--- config.mk ---
export PLATFORM = sky130hd
export DESIGN_NAME = adc_wd_top
export DESIGN_NICKNAME = d
export VERILOG_FILES = /design/src/rtl/adc_wd_pkg.sv /design/src/rtl/adc_wd_regs.sv /design/src/rtl/adc_wd_window.sv /design/src/rtl/adc_wd_flags.sv /design/src/rtl/adc_wd_top.sv
export SDC_FILE = /design/constraint.sdc
export NUM_CORES = 1
export LEC_CHECK = 0
export BUFFER_PORTS_ARGS = -buffer_cell sky130_fd_sc_hd__buf_2
export CAP_MARGIN = 20
export CORE_ASPECT_RATIO = 0.8
export CORE_UTILIZATION = 55
export DETAILED_ROUTE_END_ITERATION = 8
export PLACE_DENSITY = 0.81
export SYNTH_ARGS = -nofsm -noshare
export SYNTH_HDL_FRONTEND = slang
export SYNTH_SLANG_ARGS = --single-unit
--- constraint.sdc ---
create_clock -name clk -period 4.8 [get_ports clk]
set_clock_uncertainty 0.15 [all_clocks]
set_input_delay 1.2 -clock clk [delete_from_list [all_inputs] [get_ports clk]]
set_output_delay 1.2 -clock clk [all_outputs]
set_load 0.01 [all_outputs]
--- src/rtl/adc_wd_pkg.sv ---
package adc_wd_pkg;
    localparam int NSET_D = 4;
    localparam int DW_D   = 12;
    localparam int CHW_D  = 6;
    localparam int BW_D   = 32;
    localparam int HI_LSB = 16;

    typedef struct packed {
        logic high;
        logic low;
    } flag_pair_t;

    function automatic int flag_idx(input int set, input bit is_high);
        return 2 * set + (is_high ? 1 : 0);
    endfunction
endpackage

--- src/rtl/adc_wd_regs.sv ---
module adc_wd_regs
    import adc_wd_pkg::*;
#(
    parameter int NSET = NSET_D,
    parameter int DW   = DW_D,
    parameter int CHW  = CHW_D,
    parameter int BW   = BW_D,
    parameter int AW   = 4
) (
    input  logic                          clk,
    input  logic                          rst,
    input  logic                          we,
    input  logic [AW-1:0]                 addr,
    input  logic [BW-1:0]                 wdata,
    output logic [NSET-1:0][DW-1:0]       lo_o,
    output logic [NSET-1:0][DW-1:0]       hi_o,
    output logic [NSET-1:0][CHW-1:0]      sel_o
);
    for (genvar k = 0; k < NSET; k++) begin : g_set
        always_ff @(posedge clk) begin
            if (rst) begin
                lo_o[k]  <= '0;
                hi_o[k]  <= '0;
                sel_o[k] <= '0;
            end else if (we) begin
                if (addr == AW'(k)) begin
                    lo_o[k] <= wdata[DW-1:0];
                    hi_o[k] <= wdata[HI_LSB +: DW];
                end
                if (addr == AW'(NSET + k))
                    sel_o[k] <= wdata[CHW-1:0];
            end
        end
    end
endmodule

--- src/rtl/adc_wd_window.sv ---
module adc_wd_window
    import adc_wd_pkg::*;
#(
    parameter int DW  = DW_D,
    parameter int CHW = CHW_D
) (
    input  logic           vld,
    input  logic [CHW-1:0] ch,
    input  logic [DW-1:0]  data,
    input  logic [CHW-1:0] sel,
    input  logic [DW-1:0]  lo,
    input  logic [DW-1:0]  hi,
    output flag_pair_t     ev
);
    logic hit, below;
    always_comb begin
        hit     = vld && (ch == sel);
        below   = data < lo;
        ev.low  = hit && below;
        ev.high = hit && !below && (data > hi);
    end
endmodule

--- src/rtl/adc_wd_flags.sv ---
module adc_wd_flags #(
    parameter int FLW = 8
) (
    input  logic           clk,
    input  logic           rst,
    input  logic [FLW-1:0] set_ev,
    input  logic           we_stat,
    input  logic           we_mask,
    input  logic [FLW-1:0] wdata,
    output logic [FLW-1:0] status_o,
    output logic [FLW-1:0] mask_o,
    output logic           irq_o
);
    logic [FLW-1:0] clr;

    always_comb clr = we_stat ? wdata : '0;

    always_ff @(posedge clk) begin
        if (rst) begin
            status_o <= '0;
            mask_o   <= '0;
            irq_o    <= 1'b0;
        end else begin
            status_o <= (status_o & ~clr) | set_ev;
            if (we_mask) mask_o <= wdata;
            irq_o    <= |(status_o & mask_o);
        end
    end

    assert_set_wins_R8: assert property (@(posedge clk) disable iff (rst)
        (set_ev != '0) |=> ((status_o & $past(set_ev)) == $past(set_ev)));

    assert_w1c_clears_R7: assert property (@(posedge clk) disable iff (rst)
        (we_stat && ((wdata & ~set_ev) != '0)) |=> ((status_o & $past(wdata & ~set_ev)) == '0));

    assert_sticky_R7: assert property (@(posedge clk) disable iff (rst)
        (status_o != '0) |=> ((status_o & $past(status_o & ~clr)) == $past(status_o & ~clr)));

    assert_irq_cause_R9: assert property (@(posedge clk) disable iff (rst)
        irq_o |-> $past(|(status_o & mask_o)));

    assert_irq_quiet_R9: assert property (@(posedge clk) disable iff (rst)
        !irq_o |-> !$past(|(status_o & mask_o)));
endmodule

--- src/rtl/adc_wd_top.sv ---
module adc_wd_top
    import adc_wd_pkg::*;
#(
    parameter int NSET = NSET_D,
    parameter int DW   = DW_D,
    parameter int CHW  = CHW_D,
    parameter int BW   = BW_D,
    parameter int AW   = $clog2(2 * NSET + 2)
) (
    input  logic           clk,
    input  logic           rst,
    input  logic           bus_we,
    input  logic [AW-1:0]  bus_addr,
    input  logic [BW-1:0]  bus_wdata,
    output logic [BW-1:0]  bus_rdata,
    input  logic           res_vld,
    input  logic [CHW-1:0] res_ch,
    input  logic [DW-1:0]  res_data,
    output logic           irq
);
    localparam int FLW    = 2 * NSET;
    localparam int STAT_A = 2 * NSET;
    localparam int MASK_A = 2 * NSET + 1;

    logic [NSET-1:0][DW-1:0]  lo_q, hi_q;
    logic [NSET-1:0][CHW-1:0] sel_q;
    flag_pair_t [NSET-1:0]    ev;
    logic [FLW-1:0]           set_ev, status_q, mask_q;

    adc_wd_regs #(.NSET(NSET), .DW(DW), .CHW(CHW), .BW(BW), .AW(AW)) u_regs (
        .clk(clk), .rst(rst), .we(bus_we), .addr(bus_addr), .wdata(bus_wdata),
        .lo_o(lo_q), .hi_o(hi_q), .sel_o(sel_q)
    );

    for (genvar k = 0; k < NSET; k++) begin : g_win
        adc_wd_window #(.DW(DW), .CHW(CHW)) u_win (
            .vld(res_vld), .ch(res_ch), .data(res_data),
            .sel(sel_q[k]), .lo(lo_q[k]), .hi(hi_q[k]), .ev(ev[k])
        );
        assign set_ev[2*k]   = ev[k].low;
        assign set_ev[2*k+1] = ev[k].high;

        assert_low_below_R4: assert property (@(posedge clk) disable iff (rst)
            set_ev[2*k] |-> (res_data < lo_q[k]));
        assert_high_above_R5: assert property (@(posedge clk) disable iff (rst)
            set_ev[2*k+1] |-> ((res_data > hi_q[k]) && (res_data >= lo_q[k])));
    end

    adc_wd_flags #(.FLW(FLW)) u_flags (
        .clk(clk), .rst(rst), .set_ev(set_ev),
        .we_stat(bus_we && (bus_addr == AW'(STAT_A))),
        .we_mask(bus_we && (bus_addr == AW'(MASK_A))),
        .wdata(bus_wdata[FLW-1:0]),
        .status_o(status_q), .mask_o(mask_q), .irq_o(irq)
    );

    always_comb begin
        bus_rdata = '0;
        for (int k = 0; k < NSET; k++) begin
            if (bus_addr == AW'(k)) begin
                bus_rdata[DW-1:0]       = lo_q[k];
                bus_rdata[HI_LSB +: DW] = hi_q[k];
            end
            if (bus_addr == AW'(NSET + k))
                bus_rdata[CHW-1:0] = sel_q[k];
        end
        if (bus_addr == AW'(STAT_A)) bus_rdata[FLW-1:0] = status_q;
        if (bus_addr == AW'(MASK_A)) bus_rdata[FLW-1:0] = mask_q;
    end

    assert_strobe_only_R3: assert property (@(posedge clk) disable iff (rst)
        (set_ev != '0) |-> res_vld);
endmodule

==> results.sh, run 1 <==
export IMPL_postCtsResizedCells=0
export IMPL_synth_top_family_by_area="simple AND/OR/NAND/NOR gates"
export IMPL_synth_edff_count=0
export IMPL_layout_drive_gt1_share_pct=13.02
export IMPL_fp_dieH_microns=113.9
export IMPL_critPathKind="in -> out"
export IMPL_yosysSeqAreaShare_pct=31.84
export IMPL_finalMaxSlewViolations=0
export IMPL_drcViolationCount=0
export IMPL_cts_reportedPaths_clkPinSlew_ns=0.05
export IMPL_ys_types=60
export IMPL_fin_tns_setup_ns=0
export IMPL_synth_most_common_cell="nand2_1"
export IMPL_timing_hold_ws_ns=0.3074
export IMPL_min_period_ns=4.465
export IMPL_setup_worst_path_end_class="output pin"
export IMPL_hp_class="reg -> reg"
export IMPL_fmax_mhz=224.0
export IMPL_die_w_microns=141.9
export IMPL_rsz0062_at_grt="no"
export IMPL_viasPerCell=6.069
export IMPL_status="completed"
export IMPL_htreeDepth=4
export IMPL_tightest_slew_ns=1.189
export IMPL_cts_buffer_depth=2
export IMPL_p_leak_nw=3.595
export IMPL_worst_r2r_startpoint="u_regs.lo_o[37]"
export IMPL_row_count=40
export IMPL_postCtsHoldBufs=0
export IMPL_vdd_ir_drop_max_uv=260.6
export IMPL_final_hold_viol_count=0
export IMPL_min_from="u_regs.lo_o[5]"
export IMPL_core_sq_mm=0.01516
export IMPL_antennaDiodeCount=0
export IMPL_max_cap_violations=0
export IMPL_netlist_area_leader_share_pct=31.84
export IMPL_setup_ws_ns=0.3349
export IMPL_cp_arrival_ns=3.12
export IMPL_ant_nets=0
export IMPL_clock_sinks=137
export IMPL_synth_xor_area_share_pct=2.440
export IMPL_top_level_ports=91
export IMPL_grt_max_degree=80
export IMPL_wl_microns=26610
export IMPL_synth_compound_area_share_pct=17.55
export IMPL_yosysTopAreaCell="dfxtp_1"
export IMPL_track_usage_pct=34.24
export IMPL_synth_seq_cells=137
export IMPL_port_buffers=74
export IMPL_synth_mux_area_share_pct=7.582
export IMPL_areaGrowthSynthToFinish_pct=12.87
export IMPL_synth_avg_cell_area_sq_um=7.831
export IMPL_synthAdderAreaFrac_pct=13.36
export IMPL_crit_fanout=17
export IMPL_grt_overflow=0
export IMPL_relSlewSlack_pct=20.73
export IMPL_p_per_area_mw_per_mm2=296.2
export IMPL_postCtsSetupBuffers=0
export IMPL_vias=8315
export IMPL_cp_start_kind="primary input"
export IMPL_initial_core_util_pct=56.81
export IMPL_grt_antenna_before_repair=0
export IMPL_synthTopCellsByArea="dfxtp_1 32%, ha_1 13%, nand2_1 10%"
export IMPL_netlist_instances=1100
export IMPL_cp_required_ns=3.45
export IMPL_layout_nets=1297
export IMPL_startpoint="bus_addr[0]"
export IMPL_grt_pass1_wl_microns=41600
export IMPL_clk_latency_ns=0.43
export IMPL_grt_pass1_vias=7861
export IMPL_fillers=1296
export IMPL_drt_iter0_drc=798
export IMPL_root_buffer="clkbuf_16"
export IMPL_tritoncts="yes"
export IMPL_yosysWarnings=0
export IMPL_total_power_w=0.002880
export IMPL_gp_congestion=0.9141
export IMPL_cts_made_buffers=17
export IMPL_netlist_area_sq_mm=0.008615
export IMPL_first_pass_iters=6
export IMPL_synth_common_cells="234 x nand2_1, 154 x a21oi_1, 137 x dfxtp_1, 101 x inv_1, 92 x ha_1"
export IMPL_dp_hpwl_microns=18630
export IMPL_setup_viol=0
export IMPL_die_area_sq_mm=0.01617
export IMPL_synth_simple_area_share_pct=19.04
export IMPL_place_ws_ns=0.3929
export IMPL_wl_per_cell_microns=19.42
export IMPL_fin_crit_sh_pct=93.02
export IMPL_async_reset_ff_share_pct=0
export IMPL_ys_flop_type="dfxtp_1"
-- worst max-delay path, stage by stage --
cell      delay [ns]
buf_2           0.41
nor2b_1         0.32
nor2b_1         0.61
inv_1           0.09
o221ai_1        0.20
o21ai_1         0.11
buf_2           0.16
-- metal layers --
layer	vias up	routed length, microns	track usage [%]	share of wire (%)
met5	-	0	0	0
met4	0	854	15.84	3.2
met3	82	2880	9.614	11
met2	452	11820	52.71	44
met1	3921	11060	44.62	42
li1	3860	-	-	-
-- per-stage QoR --
stage                     util, %  cells  instance area [sq um]
after CTS                   63.94   1369                   9696
after floorplan                 -   1107                   8641
after global routing        64.12   1370                   9723
after detailed placement    59.88   1337                   9080
after global placement      59.88   1337                   9080
final                       64.12   1370                   9723
-- power breakdown --
part	switching [W]	internal [W]	total, W
Sequential	0.0000127	0.00115	0.00116
Combinational	0.000217	0.000116	0.000333
Clock	0.000524	0.000860	0.00138
Total	0.000753	0.00213	0.00288
-- final timing paths --
check,endpoint,slack (ns),cells after the start
worst min-delay path,u_regs.lo_o[5],0.31,2
worst max register to register,u_flags.status_o[7],2.52,7
worst max-delay path,bus_rdata[4],0.33,7
worst min register to register,u_regs.lo_o[5],0.31,2
-- registers in the layout (all words and copies together) (netlist names) --
signal            cells
u_regs.lo_o          48
u_regs.sel_o         24
u_flags.status_o      8
u_regs.hi_o          48
u_flags.irq_o         1
u_flags.mask_o        8
-- kinds of logic (layout without fill, tap and decap cells) --
kind of cell,count (synthesis),count (layout)
AOI/OAI and AO/OA,260,260
xor gates and xnor gates,24,24
adders and majority gates,92,92
buffers and inverters,172,225
DFF,137,137
muxes,39,39
other,1,8
and+or+nand+nor,375,375
-- layout by cell type (no fill, tap or decap), types with 17 or more instances in the layout --
cell type	netlist	routed
a21oi_1	154	154
buf_2	18	73
buf_4	9	17
clkbuf_16	0	17
dfxtp_1	137	137
ha_1	92	92
inv_1	101	101
mux2i_1	18	18
mux4_2	21	21
nand2_1	234	234
nand3_1	25	25
nand4_1	17	17
nor2_1	42	41
o21ai_0	32	32
-- area by class of cell --
cell class / count / area, sq um / area share, %
Multi-Input combinational cell: 798 / 5199 / 53.47
Clock buffer: 22 / 474.2 / 4.877
Timing Repair Buffer: 91 / 520.5 / 5.353
Tap cell: 210 / 262.8 / 2.702
Clock inverter: 10 / 141.4 / 1.454
Inverter: 102 / 382.9 / 3.938
Sequential cell: 137 / 2743 / 28.21
Note: power is estimated with default switching activity, not from simulation.
==> run 2: changes to the inputs <==
--- a/config.mk
+++ b/config.mk
@@ -13,4 +13,5 @@
 export PLACE_DENSITY = 0.81
 export SYNTH_ARGS = -nofsm -noshare
 export SYNTH_HDL_FRONTEND = slang
+export SYNTH_HIERARCHICAL = 1
 export SYNTH_SLANG_ARGS = --single-unit
==> run 2 against run 1 <==
Against the previous run:
- synthesized area increased by 9.3%
- cell count is 6.4% lower
- combinational power increased by 9.9%
- count of clock-buffer cells in the layout shrank 2
- maximum frequency about the same
- non-clock buffer count decreased by 6
- clock power decreased by 10%
- first-iteration DRC count shrank 7.8%
- via count is 8.6% lower
- total power fell by 3.6%
- sequential share of layout area shrank 1.8 points
- critical path type unchanged
==> results.sh, run 2 <==
export IMPL_synth_avg_cell_area_sq_um=9.414
export IMPL_cts_reportedPaths_clkPinSlew_ns=0.06
export IMPL_first_pass_iters=5
export IMPL_synth_seq_cells=137
export IMPL_sequentialPowerShare_pct=42.0
export IMPL_ys_types=50
export IMPL_clk_latency_ns=0.42
export IMPL_synth_most_common_cell="nand2b_1"
export IMPL_gr_max_usage_layer="met2"
export IMPL_cts_made_buffers=17
export IMPL_final_common_cell="nand2b_1"
export IMPL_yosysWarnings=6
export IMPL_die_area_sq_mm=0.01765
export IMPL_drcViolationCount=0
export IMPL_p_leak_nw=4.552
export IMPL_top_level_ports=91
export IMPL_drt_iter0_drc=736
export IMPL_antennaDiodeCount=0
export IMPL_synth_xor_area_share_pct=2.233
export IMPL_met2_usage_pct=44.78
export IMPL_wl_microns=25180
export IMPL_postCtsSetupBuffers=0
export IMPL_hp_class="reg -> reg"
export IMPL_gr_usage_met1_pct=38.55
export IMPL_setup_viol=0
export IMPL_fin_tns_setup_ns=0
export IMPL_min_period_ns=4.466
export IMPL_layout_drive_gt1_share_pct=15.62
export IMPL_synth_simple_area_share_pct=17.85
export IMPL_initial_core_util_pct=56.51
export IMPL_grt_antenna_before_repair=0
export IMPL_switching_share_pct=26.40
export IMPL_vdd_ir_drop_max_uv=185.5
export IMPL_grt_pass1_vias=7426
export IMPL_die_w_microns=148.3
export IMPL_netlist_area_sq_mm=0.009414
export IMPL_finalMaxSlewViolations=0
export IMPL_p_per_area_mw_per_mm2=266.7
export IMPL_root_buffer="clkbuf_16"
export IMPL_track_usage_pct=29.01
export IMPL_pwr_share_comb_pct=13.2
export IMPL_use_met3_pct=7.011
export IMPL_tritoncts="yes"
export IMPL_rsz0062_at_grt="no"
export IMPL_netlist_instances=1000
export IMPL_postCtsResizedCells=0
export IMPL_postCtsHoldBufs=0
export IMPL_synthTopCellsByArea="dfxtp_1 29%, mux2i_1 14%, ha_1 12%"
export IMPL_netlist_area_leader_share_pct=29.13
export IMPL_synth_top_family_by_area="multiplexers"
export IMPL_cts_buffer_depth=2
export IMPL_critPathKind="in -> out"
export IMPL_synth_edff_count=0
export IMPL_wl_per_cell_microns=19.63
export IMPL_p_int_w=0.002042
export IMPL_p_clk_share_pct=44.8
export IMPL_synthAdderAreaFrac_pct=12.23
export IMPL_crit_fanout=25
export IMPL_async_reset_ff_share_pct=0
export IMPL_synth_compound_area_share_pct=11.52
export IMPL_viasPerCell=5.927
export IMPL_fin_crit_sh_pct=93.04
export IMPL_final_cell_mix="154 x nand2b_1, 137 x dfxtp_1, 131 x mux2i_1, 104 x inv_1, 92 x ha_1"
export IMPL_vias=7604
export IMPL_areaGrowthSynthToFinish_pct=10.51
export IMPL_synth_mux_area_share_pct=19.31
export IMPL_p_switching_w=0.0007326
export IMPL_ant_nets=0
export IMPL_grt_overflow=0
export IMPL_htreeDepth=4
export IMPL_grt_max_degree=88
export IMPL_dp_hpwl_microns=18060
export IMPL_fp_dieH_microns=119.0
export IMPL_ys_flop_type="dfxtp_1"
export IMPL_fillers=1392
export IMPL_max_cap_violations=0
export IMPL_row_count=42
export IMPL_gp_congestion=0.9188
export IMPL_clock_sinks=137
export IMPL_port_buffers=74
export IMPL_setup_worst_path_end_class="output pin"
export IMPL_status="completed"
export IMPL_grt_pass1_wl_microns=38990
export IMPL_final_hold_viol_count=0
export IMPL_synth_common_cells="154 x nand2b_1, 137 x dfxtp_1, 131 x mux2i_1, 104 x inv_1, 92 x ha_1"
export IMPL_yosysTopAreaCell="dfxtp_1"
export IMPL_fmax_mhz=223.9
export IMPL_top_regs="u_regs/hi_o (48), u_regs/lo_o (48), u_regs/sel_o (24)"
export IMPL_core_sq_mm=0.01666
export IMPL_tightest_slew_ns=1.039
export IMPL_cp_start_kind="primary input"
export IMPL_layout_nets=1201
export IMPL_cp_required_ns=3.45
export IMPL_relSlewSlack_pct=30.62
export IMPL_cp_arrival_ns=3.12
export IMPL_yosysSeqAreaShare_pct=29.13
export IMPL_final_core_util_pct=62.45
-- run 2: changes by cell type after synthesis, sizes merged, moves of 10 or more --
cell	before	now
a211oi	10	0
nor2	43	32
nand2b	4	154
nor2b	12	22
and2	16	5
nand2	234	22
clkbuf	42	25
mux2i	18	131
nand3	25	6
a21o	4	24
a21oi	154	25
o21ai	36	13
-- run 2: kinds of logic after synthesis --
| family | Yosys count |
|---|---|
| xor+xnor | 24 |
| mux | 156 |
| simple gates | 286 |
| other cells | 1 |
| fa+ha+maj | 92 |
| buf+inv | 164 |
| compound gates | 140 |
| flops | 137 |
-- run 2: stage by stage --
| stage | setup slack (ns) | cell area (sq um) | std cells | hold WS, ns | power, W |
|---|---|---|---|---|---|
| floorplan | 1.035 | 9440 | 1007 | 0.3086 | 0.001430 |
| global placement | 0.4237 | 9843 | 1251 | 0.3206 | 0.001533 |
| detailed placement | 0.3810 | 9843 | 1251 | 0.3275 | 0.001545 |
| CTS | 0.3588 | 10400 | 1282 | 0.3382 | 0.002775 |
| global route | 0.2853 | 10400 | 1283 | 0.3568 | 0.002866 |
| finish | 0.3340 | 10400 | 1283 | 0.3387 | 0.002775 |
-- run 2: final cells by class --
| class | count | area (sq um) | area share (%) |
|---|---|---|---|
| clock inverter | 11 | 98.84 | 0.9501 |
| tap | 220 | 275.3 | 2.646 |
| inverter | 104 | 390.4 | 3.752 |
| timing repair buffer | 85 | 465.4 | 4.474 |
| multi-input combinational | 706 | 5974 | 57.43 |
| sequential | 137 | 2743 | 26.36 |
| clock buffer | 20 | 456.7 | 4.390 |
-- run 2: critical path: stages --
cell     delay (ns)
buf_2          0.49
buf_4          0.36
buf_4          0.23
mux4_2         0.52
nor2b_1        0.14
buf_2          0.15
-- run 2: routing by layer --
metal | wire, microns | part of all wire (%)
met5 | 0 | 0
met4 | 725 | 2.9
met3 | 2182 | 8.7
met2 | 11350 | 45
met1 | 10920 | 43
-- run 2: power by group through the flow --
stage	Combinational, W	Sequential [W]	Clock, W
floorplan	0.000246	0.00118	0
global placement	0.000345	0.00119	0
CTS	0.000359	0.00116	0.00125
detailed placement	0.000356	0.00119	0
finish	0.000366	0.00116	0.00124
global route	0.000397	0.00117	0.00130
-- run 2: worst paths after layout --
path	startpoint	endpoint	slack, ns	cells after the start
setup / recovery	bus_addr[0]	bus_rdata[16]	0.33	6
hold / removal	u_regs/hi_o[11]	u_regs/hi_o[11]	0.34	2
setup reg to reg	u_regs/lo_o[11]	u_flags/status_o[1]	2.26	6
hold reg to reg	u_regs/hi_o[11]	u_regs/hi_o[11]	0.34	2
==> run 3: changes to the inputs <==
--- a/config.mk
+++ b/config.mk
@@ -9,8 +9,10 @@
 export CAP_MARGIN = 20
 export CORE_ASPECT_RATIO = 0.8
 export CORE_UTILIZATION = 55
+export CTS_BUF_LIST = sky130_fd_sc_hd__clkbuf_16
 export DETAILED_ROUTE_END_ITERATION = 8
 export PLACE_DENSITY = 0.81
+export SLEW_MARGIN = 15
 export SYNTH_ARGS = -nofsm -noshare
 export SYNTH_HDL_FRONTEND = slang
 export SYNTH_HIERARCHICAL = 1
==> run 3 against run 2 <==
Against the previous run:
- combinational power is essentially flat
- worst setup slack gained 0.011 ns
- die area is the same
- maximum frequency grew 0.25%
- total power shrank 1.3%
- count of clock-buffer cells in the layout shrank 3
- critical path type unchanged
==> results.sh, run 3 (synthesized netlist as in run 2, its figures left out) <==
export IMPL_min_from="u_regs/hi_o[11]"
export IMPL_hp_class="reg -> reg"
export IMPL_final_cell_mix="154 x nand2b_1, 137 x dfxtp_1, 131 x mux2i_1, 105 x inv_1, 92 x ha_1"
export IMPL_grt_overflow=0
export IMPL_pwr_share_comb_pct=13.4
export IMPL_grt_pass1_vias=7360
export IMPL_placed_cells=1251
export IMPL_max_stage_delay_ns=0.72
export IMPL_sequentialPowerShare_pct=42.5
export IMPL_clock_sinks=137
export IMPL_die_w_microns=148.3
export IMPL_p_leak_nw=4.541
export IMPL_reg2reg_slack_ns=2.11
export IMPL_fin_tns_setup_ns=0
export IMPL_drt_iter0_drc=693
export IMPL_cp_start_kind="primary input"
export IMPL_clk_latency_ns=0.42
export IMPL_switching_share_pct=26.70
export IMPL_total_power_w=0.002739
export IMPL_ant_nets=0
export IMPL_final_cell_count_no_fill=1282
export IMPL_cts_reportedPaths_clkPinSlew_ns=0.06
export IMPL_cts_made_buffers=17
export IMPL_fin_crit_sh_pct=92.81
export IMPL_tritoncts="yes"
export IMPL_vdd_ir_drop_max_uv=187.3
export IMPL_final_common_cell="nand2b_1"
export IMPL_max_cap_violations=0
export IMPL_top_regs="u_regs/hi_o (48), u_regs/lo_o (48), u_regs/sel_o (24)"
export IMPL_wl_microns=25020
export IMPL_cts_buffer_depth=2
export IMPL_crit_fanout=25
export IMPL_worst_r2r_startpoint="u_regs/lo_o[27]"
export IMPL_port_buffers=74
export IMPL_relSlewSlack_pct=23.62
export IMPL_grt_antenna_before_repair=0
export IMPL_areaGrowthSynthToFinish_pct=10.25
export IMPL_met2_usage_pct=44.60
export IMPL_track_usage_pct=28.92
export IMPL_startpoint="bus_addr[0]"
export IMPL_row_count=42
export IMPL_vias=7559
export IMPL_htreeDepth=4
export IMPL_die_area_sq_mm=0.01765
export IMPL_status="completed"
export IMPL_timing_hold_ws_ns=0.3391
export IMPL_antennaDiodeCount=0
export IMPL_gp_congestion=0.9188
export IMPL_setup_ws_ns=0.3451
export IMPL_cp_common_cell="buf_2"
export IMPL_multi_input_comb_area_sq_mm=0.005974
export IMPL_postCtsResizedCells=0
export IMPL_core_sq_mm=0.01666
export IMPL_p_int_w=0.002007
export IMPL_drcViolationCount=0
export IMPL_p_clk_share_pct=44.1
export IMPL_gr_usage_met1_pct=39.12
export IMPL_wl_per_cell_microns=19.52
export IMPL_layout_drive_gt1_share_pct=15.35
export IMPL_rsz0062_at_grt="no"
export IMPL_tightest_slew_ns=1.131
export IMPL_grt_max_degree=88
export IMPL_use_met3_pct=6.207
export IMPL_cp_required_ns=3.45
export IMPL_gr_max_usage_layer="met2"
export IMPL_fillers=1397
export IMPL_crit_chain="buf_2 > or4b_1 > o21ai_0 > a31oi_1 > o221ai_1 > o221a_2 > buf_2"
export IMPL_p_per_area_mw_per_mm2=263.9
export IMPL_fmax_mhz=224.5
export IMPL_viasPerCell=5.896
export IMPL_place_ws_ns=0.3810
export IMPL_initial_core_util_pct=56.51
export IMPL_final_hold_viol_count=0
export IMPL_setup_worst_path_end_class="output pin"
export IMPL_critPathKind="in -> out"
export IMPL_p_switching_w=0.0007312
export IMPL_min_period_ns=4.455
export IMPL_top_level_ports=91
export IMPL_fp_dieH_microns=119.0
export IMPL_cpMaxStageDelayCell="or4b_1"
export IMPL_postCtsSetupBuffers=0
export IMPL_setup_viol=0
export IMPL_cp_arrival_ns=3.10
export IMPL_layout_area_seq_sq_mm=0.002743
export IMPL_root_buffer="clkbuf_16"
export IMPL_grt_pass1_wl_microns=38880
export IMPL_layout_nets=1200
export IMPL_dp_hpwl_microns=18060
export IMPL_finalMaxSlewViolations=0
export IMPL_postCtsHoldBufs=0
export IMPL_first_pass_iters=5
==> run 3: changes by cell type in the layout (fill, tap and decap cells not counted), sizes merged <==
| cell | previous run | this run |
|---|---|---|
| clkinv | 6 | 8 |
| inv | 105 | 106 |
| buf | 85 | 84 |
| clkbuf | 20 | 17 |
==> run 3: worst paths after layout <==
kind	to	depth (start not counted)
setup / recovery	bus_rdata[3]	7
hold / removal	u_regs/hi_o[11]	2
setup reg to reg	u_flags/status_o[5]	7
hold reg to reg	u_regs/hi_o[11]	2
==> run 3: area by class of cell <==
cell class	count	share of cell area (%)
clock buffers	17	4.099
flip-flops and latches	137	26.43
well taps	220	2.652
repair buffers	84	4.436
inverters	104	3.761
clock inverters	14	1.061
multi-input cells	706	57.56
==> run 3: stage by stage <==
step	cell area, sq um	utilization [%]
floorplan	9440	-
global placement	9843	59.09
detailed placement	9843	59.09
CTS	10380	62.30
global route	10380	62.30
finish	10380	62.30
==> run 3: routing by layer <==
layer / routed length [microns] / vias up / share of wire [%]
li1: - / 3550 / -
met1: 11280 / 3676 / 45
met4: 710 / 0 / 2.8
met3: 1816 / 54 / 7.3
met2: 11220 / 279 / 45
met5: 0 / - / 0
==> run 3: power groups by stage <==
stage | clock (W) | combinational (W) | sequential, W
final | 0.00121 | 0.000366 | 0.00116
after global routing | 0.00127 | 0.000396 | 0.00117
after CTS | 0.00121 | 0.000359 | 0.00116
after detailed placement | 0 | 0.000356 | 0.00119
after global placement | 0 | 0.000345 | 0.00119
after floorplan | 0 | 0.000246 | 0.00118
==> run 3: worst max-delay path: cells and delay by family <==
family | cells | cell delay (ns)
simple gates | 1 | 0.72
compound gates | 4 | 0.77
buf+inv | 2 | 0.41
